### config.mk
export PLATFORM = sky130hd
export DESIGN_NAME = bitslice_alu
export DESIGN_NICKNAME = d
export VERILOG_FILES = /design/src/rtl/alu_pkg.sv /design/src/rtl/alu_slice.sv /design/src/rtl/alu_chain.sv /design/src/rtl/alu_flags.sv /design/src/rtl/bitslice_alu.sv
export SDC_FILE = /design/constraint.sdc
export NUM_CORES = 1
export LEC_CHECK = 0
export BUFFER_PORTS_ARGS = -buffer_cell sky130_fd_sc_hd__buf_4
export CORE_UTILIZATION = 42
export CTS_CLUSTER_SIZE = 30
export DETAILED_ROUTE_END_ITERATION = 8
export PLACE_DENSITY = 0.7
export SYNTH_ARGS = -nofsm -noshare
export SYNTH_HDL_FRONTEND = slang
export SYNTH_SLANG_ARGS = --single-unit
### constraint.sdc
create_clock -name clk_i -period 0.8 [get_ports clk_i]
set_input_delay 0.08 -clock clk_i [delete_from_list [all_inputs] [get_ports clk_i]]
set_output_delay 0.08 -clock clk_i [all_outputs]
set_load 0.05 [all_outputs]
### src/rtl/alu_pkg.sv
package alu_pkg;
  localparam int unsigned ALU_W = 4;

  typedef enum logic [1:0] {
    OP_AND  = 2'b00,
    OP_OR   = 2'b01,
    OP_ADD  = 2'b10,
    OP_NONE = 2'b11
  } alu_op_e;

  typedef struct packed {
    logic    inv_a;
    logic    neg_b;
    alu_op_e op;
  } alu_ctrl_t;

  localparam alu_ctrl_t CTRL_SUB = '{inv_a: 1'b0, neg_b: 1'b1, op: OP_ADD};
endpackage

### src/rtl/alu_slice.sv
module alu_slice
  import alu_pkg::*;
(
  input  logic    a_i,
  input  logic    b_i,
  input  logic    inv_a_i,
  input  logic    neg_b_i,
  input  alu_op_e op_i,
  input  logic    cin_i,
  output logic    res_o,
  output logic    cout_o
);
  logic a_eff, b_eff, prop, sum;

  assign a_eff  = a_i ^ inv_a_i;
  assign b_eff  = b_i ^ neg_b_i;
  assign prop   = a_eff ^ b_eff;
  assign sum    = prop ^ cin_i;
  assign cout_o = (a_eff & b_eff) | (cin_i & prop);

  always_comb begin
    unique case (op_i)
      OP_AND:  res_o = a_eff & b_eff;
      OP_OR:   res_o = a_eff | b_eff;
      OP_ADD:  res_o = sum;
      default: res_o = 1'b0;
    endcase
  end
endmodule

### src/rtl/alu_chain.sv
module alu_chain
  import alu_pkg::*;
#(
  parameter int unsigned WIDTH = ALU_W
) (
  input  logic [WIDTH-1:0] a_i,
  input  logic [WIDTH-1:0] b_i,
  input  alu_ctrl_t        ctrl_i,
  output logic [WIDTH-1:0] res_o,
  output logic             c_msb_in_o,
  output logic             c_out_o
);
  logic [WIDTH:0] carry;

  // negate B doubles as the +1 of two's-complement negation
  assign carry[0] = ctrl_i.neg_b;

  for (genvar i = 0; i < WIDTH; i++) begin : g_slice
    alu_slice u_slice (
      .a_i     (a_i[i]),
      .b_i     (b_i[i]),
      .inv_a_i (ctrl_i.inv_a),
      .neg_b_i (ctrl_i.neg_b),
      .op_i    (ctrl_i.op),
      .cin_i   (carry[i]),
      .res_o   (res_o[i]),
      .cout_o  (carry[i+1])
    );
  end

  assign c_msb_in_o = carry[WIDTH-1];
  assign c_out_o    = carry[WIDTH];
endmodule

### src/rtl/alu_flags.sv
module alu_flags
  import alu_pkg::*;
#(
  parameter int unsigned WIDTH = ALU_W
) (
  input  logic [WIDTH-1:0] res_i,
  input  logic             c_msb_in_i,
  input  logic             c_out_i,
  input  alu_ctrl_t        ctrl_i,
  output logic             sign_o,
  output logic             carry_o,
  output logic             zero_o,
  output logic             ovf_o,
  output logic             lt_o,
  output logic             eq_o
);
  assign sign_o  = res_i[WIDTH-1];
  assign carry_o = c_out_i;
  assign zero_o  = ~|res_i;
  assign ovf_o   = c_msb_in_i ^ c_out_i;
  // overflow flips the sign of A-B, so undo it
  assign lt_o    = sign_o ^ ovf_o;
  assign eq_o    = zero_o & (ctrl_i == CTRL_SUB);
endmodule

### src/rtl/bitslice_alu.sv
module bitslice_alu
  import alu_pkg::*;
#(
  parameter int unsigned WIDTH = ALU_W
) (
  input  logic             clk_i,
  input  logic             rst_ni,
  input  logic [WIDTH-1:0] a_i,
  input  logic [WIDTH-1:0] b_i,
  input  logic [3:0]       ctrl_i,
  output logic [WIDTH-1:0] result_o,
  output logic             sign_o,
  output logic             carry_o,
  output logic             zero_o,
  output logic             ovf_o,
  output logic             lt_o,
  output logic             eq_o
);
  alu_ctrl_t        ctrl;
  logic [WIDTH-1:0] res_c;
  logic             c_msb_in, c_out;
  logic             sign_c, carry_c, zero_c, ovf_c, lt_c, eq_c;
  logic             vld_q;

  assign ctrl = alu_ctrl_t'(ctrl_i);

  alu_chain #(.WIDTH(WIDTH)) u_chain (
    .a_i        (a_i),
    .b_i        (b_i),
    .ctrl_i     (ctrl),
    .res_o      (res_c),
    .c_msb_in_o (c_msb_in),
    .c_out_o    (c_out)
  );

  alu_flags #(.WIDTH(WIDTH)) u_flags (
    .res_i      (res_c),
    .c_msb_in_i (c_msb_in),
    .c_out_i    (c_out),
    .ctrl_i     (ctrl),
    .sign_o     (sign_c),
    .carry_o    (carry_c),
    .zero_o     (zero_c),
    .ovf_o      (ovf_c),
    .lt_o       (lt_c),
    .eq_o       (eq_c)
  );

  always_ff @(posedge clk_i or negedge rst_ni) begin
    if (!rst_ni) begin
      result_o <= '0;
      sign_o   <= 1'b0;
      carry_o  <= 1'b0;
      zero_o   <= 1'b0;
      ovf_o    <= 1'b0;
      lt_o     <= 1'b0;
      eq_o     <= 1'b0;
      vld_q    <= 1'b0;
    end else begin
      result_o <= res_c;
      sign_o   <= sign_c;
      carry_o  <= carry_c;
      zero_o   <= zero_c;
      ovf_o    <= ovf_c;
      lt_o     <= lt_c;
      eq_o     <= eq_c;
      vld_q    <= 1'b1;
    end
  end

  p_sign_msb_r5: assert property (@(posedge clk_i) disable iff (!rst_ni)
    vld_q |-> sign_o == result_o[WIDTH-1]);

  p_zero_all_r6: assert property (@(posedge clk_i) disable iff (!rst_ni)
    vld_q |-> zero_o == (result_o == '0));

  p_sub_value_r2: assert property (@(posedge clk_i) disable iff (!rst_ni)
    (vld_q && $past(ctrl_i) == 4'b0110) |-> result_o == WIDTH'($past(a_i) - $past(b_i)));

  p_lt_signed_r7: assert property (@(posedge clk_i) disable iff (!rst_ni)
    (vld_q && $past(ctrl_i) == 4'b0110) |-> lt_o == ($signed($past(a_i)) < $signed($past(b_i))));

  p_eq_sub_r8: assert property (@(posedge clk_i) disable iff (!rst_ni)
    (vld_q && $past(ctrl_i) == 4'b0110) |-> eq_o == ($past(a_i) == $past(b_i)));

  p_eq_other_r8: assert property (@(posedge clk_i) disable iff (!rst_ni)
    (vld_q && $past(ctrl_i) != 4'b0110) |-> !eq_o);

  p_ovf_add_r3: assert property (@(posedge clk_i) disable iff (!rst_ni)
    (vld_q && $past(ctrl_i) == 4'b0010) |->
      ovf_o == (($past(a_i[WIDTH-1]) == $past(b_i[WIDTH-1])) &&
                (result_o[WIDTH-1] != $past(a_i[WIDTH-1]))));

  p_no_overflow_r3: assert property (@(posedge clk_i) disable iff (!rst_ni)
    (vld_q && $past(ctrl_i) == 4'b0110 && $past(a_i[WIDTH-1]) == $past(b_i[WIDTH-1])) |-> !ovf_o);
endmodule

# Yosys cells after proc, flatten, opt, wreduce, memory -nomap -nowiden
# Cells that the tools add are included.
dict set report word_totals {
  reg_bits 10
}
dict set report classes {
  n_eq_ne 3
  mux 4
  n_bitwise 35
  n_reduce_logical 3
}
# op count
set ops {}
lappend ops {{XOR 1 bit} 18}
lappend ops {{one-hot mux 1 bit (3 select lines)} 4}
lappend ops {{bitwise AND 1 bit} 9}
lappend ops {{OR 1 bit} 8}
lappend ops {{== test 4 x 3 -> 1 bit (second input constant)} 1}
lappend ops {{OR reduction 4 bit} 1}
lappend ops {{== test 2 x 1 -> 1 bit (second input constant)} 1}
lappend ops {{== test 2 bit (second input constant)} 1}
lappend ops {{logical NOT 2 bit} 1}
lappend ops {{logical NOT 1 bit} 1}

# Depth between registers and ports, before layout
# Gate-level depths: netlist of the first run.
dict set report depth {
  depth_word 13
  depth_mapped 11
  ltp_nobuf 10
}

# Cells and area by module
# Synthesis of the first run repeated with hierarchy kept, for this count alone.
dict set report unflattened {
  cells_unflattened 69
  hier_area_um2 730.7
}
# mod n_inst cells_per_inst area_per_inst_um2
set by_module_without_submodules {}
lappend by_module_without_submodules {alu_slice 4 13 102.6}
lappend by_module_without_submodules {bitslice_alu 1 10 250.2}
lappend by_module_without_submodules {alu_flags 1 7 70.1}

# Worst setup path before layout of the first run
# OpenSTA, ideal clock, no wires.
dict set report synth_timing {
  path_kind {input to register}
  start {input ctrl_i[3]}
  end {register eq_o}
  setup_time_ps 86
  arrival_time_ps 2526
  t_required_ps 714
  setup_slack_ps -1812
  path_stages 11
  n_path_buf 1
  cell_sequence {clkbuf_1 > xnor2_1 > inv_1 > fa_1 > fa_1 > inv_1 > fa_1 > nor2b_4 > o31a_1 > or3_1 > nor3_1}
}
dict set report synth_via {
  elab_chain_len 13
  word_cells_on_any_way 34
  cone_classes {eq/ne (1); mux (4); bitwise (27); reduce/logical (2)}
}
# item line_no
set synth_rtl {}
lappend synth_rtl {{start: declaration} bitslice_alu.sv:10} ;# input logic [3:0] ctrl_i,
lappend synth_rtl {{XOR 1 bit} alu_slice.sv:15} ;# assign a_eff = a_i ^ inv_a_i;
lappend synth_rtl {{XOR 1 bit} alu_slice.sv:17} ;# assign prop = a_eff ^ b_eff;
lappend synth_rtl {{bitwise AND 1 bit} alu_slice.sv:19} ;# assign cout_o = (a_eff & b_eff) | (cin_i & prop);
lappend synth_rtl {{OR 1 bit} alu_slice.sv:19}
lappend synth_rtl {{bitwise AND 1 bit} alu_slice.sv:19}
lappend synth_rtl {{OR 1 bit} alu_slice.sv:19}
lappend synth_rtl {{bitwise AND 1 bit} alu_slice.sv:19}
lappend synth_rtl {{OR 1 bit} alu_slice.sv:19}
lappend synth_rtl {{XOR 1 bit} alu_slice.sv:18} ;# assign sum = prop ^ cin_i;
lappend synth_rtl {{one-hot mux 1 bit (3 select lines) *} alu_slice.sv:22} ;# unique case (op_i)
lappend synth_rtl {{named net sign_c} bitslice_alu.sv:22} ;# logic sign_c, carry_c, zero_c, ovf_c, lt_c, eq_c;
lappend synth_rtl {{OR reduction 4 bit *} alu_flags.sv:19} ;# assign zero_o = ~|res_i;
lappend synth_rtl {{logical NOT 1 bit *} alu_flags.sv:19}
lappend synth_rtl {{bitwise AND 1 bit *} alu_flags.sv:23} ;# assign eq_o = zero_o & (ctrl_i == CTRL_SUB);
lappend synth_rtl {{named net eq_c} bitslice_alu.sv:22}
lappend synth_rtl {{end signal: assignment} bitslice_alu.sv:66} ;# eq_o <= eq_c;
lappend synth_rtl {{end: declaration} bitslice_alu.sv:17} ;# output logic eq_o
# The timed path passes the listed nets; every way through them passes the cells marked *.

# Worst setup path in the final report of the first run
# Same ends and word-level chain as after synthesis.

==> flow_summary.ini, run 1 <==
[global_route]
grt_max_degree = 10
grt_usage_pct = 20.96
grt_pass1_vias = 656
grt_overflow = 0
grt_pass1_wl_um = 2656
antenna_found_initial = 0

[clocking]
cts_buffers = 3
clk_pin_slew_ns = 0.05
cts_tree = yes
htreeDepth = 1
clk_path_buf_depth = 2
root_buffer = clkbuf_4
clock-sinks = 9

[route]
wl_um = 1712
via_per_inst = 4.677
wl_met1_um = 520
wire_per_inst_um = 13.17
met2_wirelength_um = 1086
num_vias = 608
remaining_drc_errors = 0
dr.pass1.iters = 4
wl_met3_um = 81
drtAntennaViolNets = 0
highest_layer = met4
drt_iter0_drc = 1

[yosys]
syn_inst = 62
ys_seq_elements = 9
seq_area_frac_synth_pct = 33.77
syn_nets = 87
avgSynthCellArea_um2 = 10.76
netlist_area_um2 = 666.9
synth.distinct_cells = 21
ys_warn_count = 0

[placement]
gp_congestion = 0.7366
dpl.hpwl_um = 1201
dpl_cell_area_um2 = 1057
port_buffers = 23

[floorplan]
die_h_um = 41.85
initial_core_util_pct = 44.79
core_um2 = 1489
num_rows = 14
die_w_um = 41.85
io_pins = 24
die_area_um2 = 1751

[run_status]
outcome = finished, violations left
violations = setup timing

[timing]
drv_slew = 0
relSlewSlack_pct = 80.09
finalSetupTns_ns = -8.403
setup_viol = 19
hold_slack_ns = 0.1325
rsz0062_at_grt = yes
tightest_slew_ns = 0.2976
timing.final.ws_setup_ns = -1.311
hold_violations = 0
post-route-period-util_pct = 263.8
max_freq_mhz = 473.8
min_period_ns = 2.111

[layout]
final_nets = 140
area_delta_synth_final_pct = 93.06
drive_gt1_share_pct = 64.91
stdcell_area_um2 = 1287
diodes = 0
fill_cells = 81
fin_util_pct = 86.47
ff_latch_area_um2 = 226.5
multi_input_area_um2 = 504.2

[critical_path]
start_kind = input pin
endpoint_kind = flip-flop
path_cells = buf_12, xnor2_4, a21oi_2, fa_2, fa_2, inv_2, fa_1, nor2b_4, o31a_1, or3_4, nor3_2
cpMaxStageDelayCell = fa_1
crit_arrival_ns = 2.29
worstPathMaxFanout = 3
cpMostUsedCell = fa_2
crit_required_ns = 0.98
worstSetupPathType = in2reg
slowest_delay_ns = 0.52

[power_and_ir_drop]
switching_share_pct = 40.08
power_density_nw_per_um2 = 1846
power.switching_uw = 952.4
power_uw = 2376
pwr-share-clk_pct = 14.3
leakage_uw = 0.0006524
p_int_uw = 1424
vdd_drop_max_uv = 1398
comb_power_share_pct = 60.5
p_seq_share_pct = 25.2

[min_path]
hold_class = in2reg
hold_depth = 3

[flow_run]
maxCapViolCount = 0
-- cell usage after synthesis --
cell type,n,share of area [%]
or3_1,1,0.94
o22ai_1,3,2.8
mux2i_1,3,4.5
xnor2_1,3,3.9
fa_1,3,9.0
nor2b_1,1,0.94
nor2_1,2,1.1
dfrtp_1,9,34
o31a_1,1,1.3
nand2b_1,1,0.94
nor2b_4,1,2.1
clkbuf_1,2,1.1
o21ai_0,1,0.75
inv_1,10,5.6
buf_4,1,1.1
ha_1,8,15
buf_6,1,1.7
nor3_1,1,0.75
xor2_1,8,11
a21oi_1,1,0.75
nand4b_1,1,1.3
-- cells by family after synthesis --
logic type,Yosys count,share of synthesized area (%)
buffers and inverters,14,9.570
flip-flops,9,33.77
adder cells (fa/ha/maj),11,24.02
AO/OA/AOI/OAI,6,5.628
multiplexers,3,4.503
XOR/XNOR,11,14.45
AND/OR/NAND/NOR,8,8.069
-- path summary, 6_finish.rpt --
check	start	to	slack, ns
max in group asynchronous	rst_ni	result_o[3]	0.49
min in group asynchronous	rst_ni	ovf_o	0.17
hold / removal	ctrl_i[0]	eq_o	0.13
setup / recovery	ctrl_i[3]	eq_o	-1.31
-- metal layers --
metal / global-route usage, % / vias to the layer above
met1: 16.43 / 292
met4: 9.677 / 0
met5: 0 / -
met3: 5.217 / 2
li1: - / 293
met2: 44.69 / 21
-- sequential cells by signal, summed over array words and instances, names as in the netlist --
signal,flops
carry_o,1
eq_o,1
lt_o,1
ovf_o,1
result_o,4
zero_o,1
-- critical path: cells and delay by family --
kind,cells,cell delay (ns)
adder cells (fa/ha/maj),3,0.95
XOR/XNOR,1,0.12
AO/OA/AOI/OAI,2,0.45
AND/OR/NAND/NOR,3,0.54
buffers and inverters,2,0.16
-- what timing repair did --
item / CTS / global route
hold buffers: 1 / 0
gates resized for setup: 31 / 3
endpoints found under the setup margin: 19 / 19
setup buffers: 3 / 2
cloned: 0 / 0
pin swaps: 12 / 3
hold endpoints to repair: 9 / 0
-- power by group through the flow --
stage	Combinational (uW)	Sequential, uW	Clock (uW)
finish	1440	600	339
global route	1510	608	377
CTS	1380	599	346
detailed placement	1210	587	0
global placement	1180	581	0
floorplan	412	931	0
-- placed cells by master (no fill, tap or decap), types with 2 or more instances in the layout --
master / instances
buf_4: 35
buf_6: 12
dfrtp_1: 8
inv_1: 7
ha_1: 7
xor2_1: 4
xor2_2: 3
mux2i_1: 3
inv_2: 3
clkbuf_4: 3
buf_8: 3
xnor2_4: 2
o22ai_1: 2
fa_2: 2
-- metrics by stage --
stage,setup WS (ns),cells
3_3_place_gp,-1.660,121
6_report,-1.311,130
4_1_cts,-1.297,128
3_5_place_dp,-1.720,121
2_1_floorplan,-1.652,62
5_1_grt,-1.386,130
-- cell type report --
| type | instances | area share (%) |
|---|---|---|
| Timing Repair Buffer | 52 | 36.73 |
| Tap cell | 16 | 1.555 |
| Clock buffer | 4 | 2.041 |
| Sequential cell | 9 | 17.59 |
| Multi-Input combinational cell | 39 | 39.16 |
| Inverter | 10 | 2.915 |
Note: power is estimated with default switching activity, not from simulation.
==> run 2: changes to the inputs <==
==> constraint.sdc (replaced) <==
create_clock -name clk_i -period 1.8 [get_ports clk_i]
set_input_delay 0.18 -clock clk_i [delete_from_list [all_inputs] [get_ports clk_i]]
set_output_delay 0.18 -clock clk_i [all_outputs]
set_load 0.05 [all_outputs]
==> flow_summary.ini, run 2 (same netlist as run 1, synthesis figures left out) <==
[timing]
min_period_ns = 2.192
hold_violations = 0
rsz0062_at_grt = yes
setup_viol = 4
relSlewSlack_pct = 83.87
timing.final.ws_setup_ns = -0.3917
max_freq_mhz = 456.3
post-route-period-util_pct = 121.8
drv_slew = 0
hold_slack_ns = 0.1359
finalSetupTns_ns = -1.271
tightest_slew_ns = 0.2412

[run_status]
outcome = finished, violations left
violations = setup timing

[power_and_ir_drop]
power_density_nw_per_um2 = 831.7
vdd_drop_max_uv = 602.9
power_uw = 936.6
leakage_uw = 0.0005944

[route]
wire_per_inst_um = 8.903
via_per_inst = 4.452
remaining_drc_errors = 0
num_vias = 552
wl_um = 1104
drt_iter0_drc = 0
dr.pass1.iters = 1
drtAntennaViolNets = 0

[layout]
area_delta_synth_final_pct = 68.86
largest_reg_flops = 4
diodes = 0
stdcell_area_um2 = 1126
final_nets = 134
regMostFlops = result_o
drive_gt1_share_pct = 55.56
mostFrequentLayoutCell = buf_4
final_cell_mix = buf_4 (43), dfrtp_1 (9), inv_1 (8), ha_1 (8), xor2_1 (6)

[clocking]
cts_tree = yes
cts_buffers = 3
htreeDepth = 1
clock-sinks = 9
clk_path_buf_depth = 2
root_buffer = clkbuf_4
clk_pin_slew_ns = 0.05

[floorplan]
num_rows = 14
initial_core_util_pct = 44.79
die_area_um2 = 1751
core_um2 = 1489
io_pins = 24
die_w_um = 41.85
die_h_um = 41.85

[critical_path]
startpoint = ctrl_i[3]
endpoint_kind = flip-flop
start_kind = input pin
crit_required_ns = 1.97
path_buf_inv = 2
cpMostUsedCell = fa_2
slowest_delay_ns = 0.52
worstPathMaxFanout = 4
crit_arrival_ns = 2.36
worstSetupPathType = in2reg
path_delay_family = adder cells
cpMaxStageDelayCell = fa_1
path_cells = buf_12, xnor2_4, a21oi_2, fa_2, fa_2, inv_2, fa_1, nor2b_4, o31a_1, or3_4, nor3_2

[flow_run]
maxCapViolCount = 0

[placement]
dp_worst_setup_slack_ns = -0.8263
dpl_cell_area_um2 = 1011
dpl.hpwl_um = 950
port_buffers = 23
gp_congestion = 0.6927

[global_route]
grt_overflow = 0
grt_usage_pct = 14.46
grt_pass1_vias = 563
antenna_found_initial = 0
grt_max_degree = 10
grt_pass1_wl_um = 1987

[min_path]
hold_class = in2reg
min_from = ctrl_i[0]
[run 2: through the flow]
step           instances  util [%]
2_1_floorplan         62         -
3_3_place_gp         115     67.90
3_5_place_dp         115     67.90
4_1_cts              123     74.45
5_1_grt              124     75.63
6_report             124     75.63
[run 2: path summary, 6_finish.rpt]
check	to	slack, ns	cells after the start
setup / recovery	eq_o	-0.39	11
hold / removal	eq_o	0.14	2
max in group asynchronous	ovf_o	1.39	2
min in group asynchronous	result_o[2]	0.28	2
[run 2: power by group]
group / switching [uW] / internal, uW / total (uW)
sequential: 10.8 / 244 / 255
clock: 57.6 / 84.6 / 142
combinational: 306 / 233 / 539
[run 2: final cells by class]
type / instances / area [um^2]
clock buffers: 4 / 26.28
fillers: 105 / 362.8
inverters: 10 / 37.54
multi-input cells: 39 / 449.2
flip-flops and latches: 9 / 225.2
well taps: 16 / 20.02
repair buffers: 46 / 367.9
[run 2: layer usage]
| layer | routed length (um) | GRT usage [%] |
|---|---|---|
| met1 | 361 | 13.97 |
| met2 | 680 | 29.69 |
| met3 | 61 | 1.739 |
| met4 | 0 | 5.806 |
| met5 | 0 | 0 |
[run 2: what timing repair did]
action	4_1_cts	5_1_grt
setup buffers	3	1
pin swaps	9	1
hold endpoints to repair	9	0
endpoints found under the setup margin	4	4
resized for setup	8	2
hold buffers	1	0
==> run 3: changes to the inputs <==
==> constraint.sdc (replaced) <==
create_clock -name clk_i -period 1.77 [get_ports clk_i]
set_input_delay 0.177 -clock clk_i [delete_from_list [all_inputs] [get_ports clk_i]]
set_output_delay 0.177 -clock clk_i [all_outputs]
set_load 0.05 [all_outputs]
==> flow_summary.ini, run 3 (same netlist as run 1, synthesis figures left out) <==
[power_and_ir_drop]
power_density_nw_per_um2 = 844.7
power_uw = 973.4
leakage_uw = 0.0006135
vdd_drop_max_uv = 618.8

[flow_run]
maxCapViolCount = 0

[floorplan]
die_h_um = 41.85
initial_core_util_pct = 44.79
core_um2 = 1489
die_w_um = 41.85
num_rows = 14
io_pins = 24
die_area_um2 = 1751

[timing]
timing.final.ws_setup_ns = -0.4452
rsz0062_at_grt = yes
hold_violations = 0
finalSetupTns_ns = -1.604
hold_slack_ns = 0.1267
min_period_ns = 2.215
relSlewSlack_pct = 81.73
setup_viol = 4
drv_slew = 0
tightest_slew_ns = 0.2731
post-route-period-util_pct = 125.2
max_freq_mhz = 451.4

[global_route]
grt_max_degree = 10
grt_usage_pct = 16.13
grt_pass1_wl_um = 2166
grt_overflow = 0
grt_pass1_vias = 606
antenna_found_initial = 0

[clocking]
clock-sinks = 9
cts_buffers = 3
cts_tree = yes
clk_pin_slew_ns = 0.05
root_buffer = clkbuf_4
clk_path_buf_depth = 2
htreeDepth = 1

[layout]
final_nets = 138
largest_reg_flops = 4
final_cells = 128
drive_gt1_share_pct = 56.25
regMostFlops = result_o
final_cell_mix = buf_4 (46), dfrtp_1 (9), inv_1 (8), ha_1 (8), xor2_1 (7)
area_delta_synth_final_pct = 72.80
fin_util_pct = 77.40
diodes = 0
mostFrequentLayoutCell = buf_4

[critical_path]
slowest_delay_ns = 0.52
path_delay_family = adder cells
startpoint = ctrl_i[3]
crit_required_ns = 1.95
start_kind = input pin
path_cells = buf_12, xnor2_4, a21oi_2, fa_2, fa_2, inv_2, fa_1, nor2b_4, o31a_1, or3_4, nor3_2
crit_arrival_ns = 2.39
endpoint_kind = flip-flop
worstPathMaxFanout = 4
cpMaxStageDelayCell = fa_1
path_buf_inv = 2
cpMostUsedCell = fa_2
worstSetupPathType = in2reg

[route]
num_vias = 573
dr.pass1.iters = 2
wl_um = 1235
wire_per_inst_um = 9.648
via_per_inst = 4.477
drt_iter0_drc = 2
remaining_drc_errors = 0
drtAntennaViolNets = 0

[min_path]
min_from = ctrl_i[0]
hold_class = in2reg

[placement]
port_buffers = 23
gp_congestion = 0.6552
placed_cells = 115
dpl.hpwl_um = 971.8

[run_status]
violations = setup timing
outcome = finished, violations left
[run 3: cell type report]
type,instances,area (um^2)
clock buffers,4,26.28
repair buffers,50,401.6
flip-flops and latches,9,225.2
inverters,10,37.54
well taps,16,20.02
fillers,114,336.6
multi-input cells,39,441.7
[run 3: power by group]
part	total (uW)	switching, uW	internal, uW
Clock	147	60.9	86.2
Combinational	567	316	250
Sequential	260	11.3	248
Total	973	389	585
[run 3: final timing paths]
path,endpoint,cells past startpoint
setup / recovery,eq_o,11
hold / removal,eq_o,2
max in group asynchronous,carry_o,2
min in group asynchronous,result_o[2],2
[run 3: layer usage]
metal	vias to the layer above	GRT usage, %	share of wire, %
met5	-	0	0
met4	0	7.742	1.4
met3	2	1.739	5.7
met2	21	35.31	60
met1	260	13.20	33
li1	290	-	-
[run 3: stage by stage]
step / cell area [um^2] / setup WS (ns)
2_1_floorplan: 732.0 / -0.7792
3_3_place_gp: 1011 / -0.7913
3_5_place_dp: 1011 / -0.8485
4_1_cts: 1131 / -0.4577
5_1_grt: 1152 / -0.4943
6_report: 1152 / -0.4452
[run 3: repair_timing]
action / 4_1_cts / 5_1_grt
endpoints found under the hold margin: 9 / 0
gates resized for setup: 7 / 3
hold buffers: 1 / 0
buffers inserted: 8 / 1
pin swaps: 9 / 1
setup endpoints to repair: 4 / 4
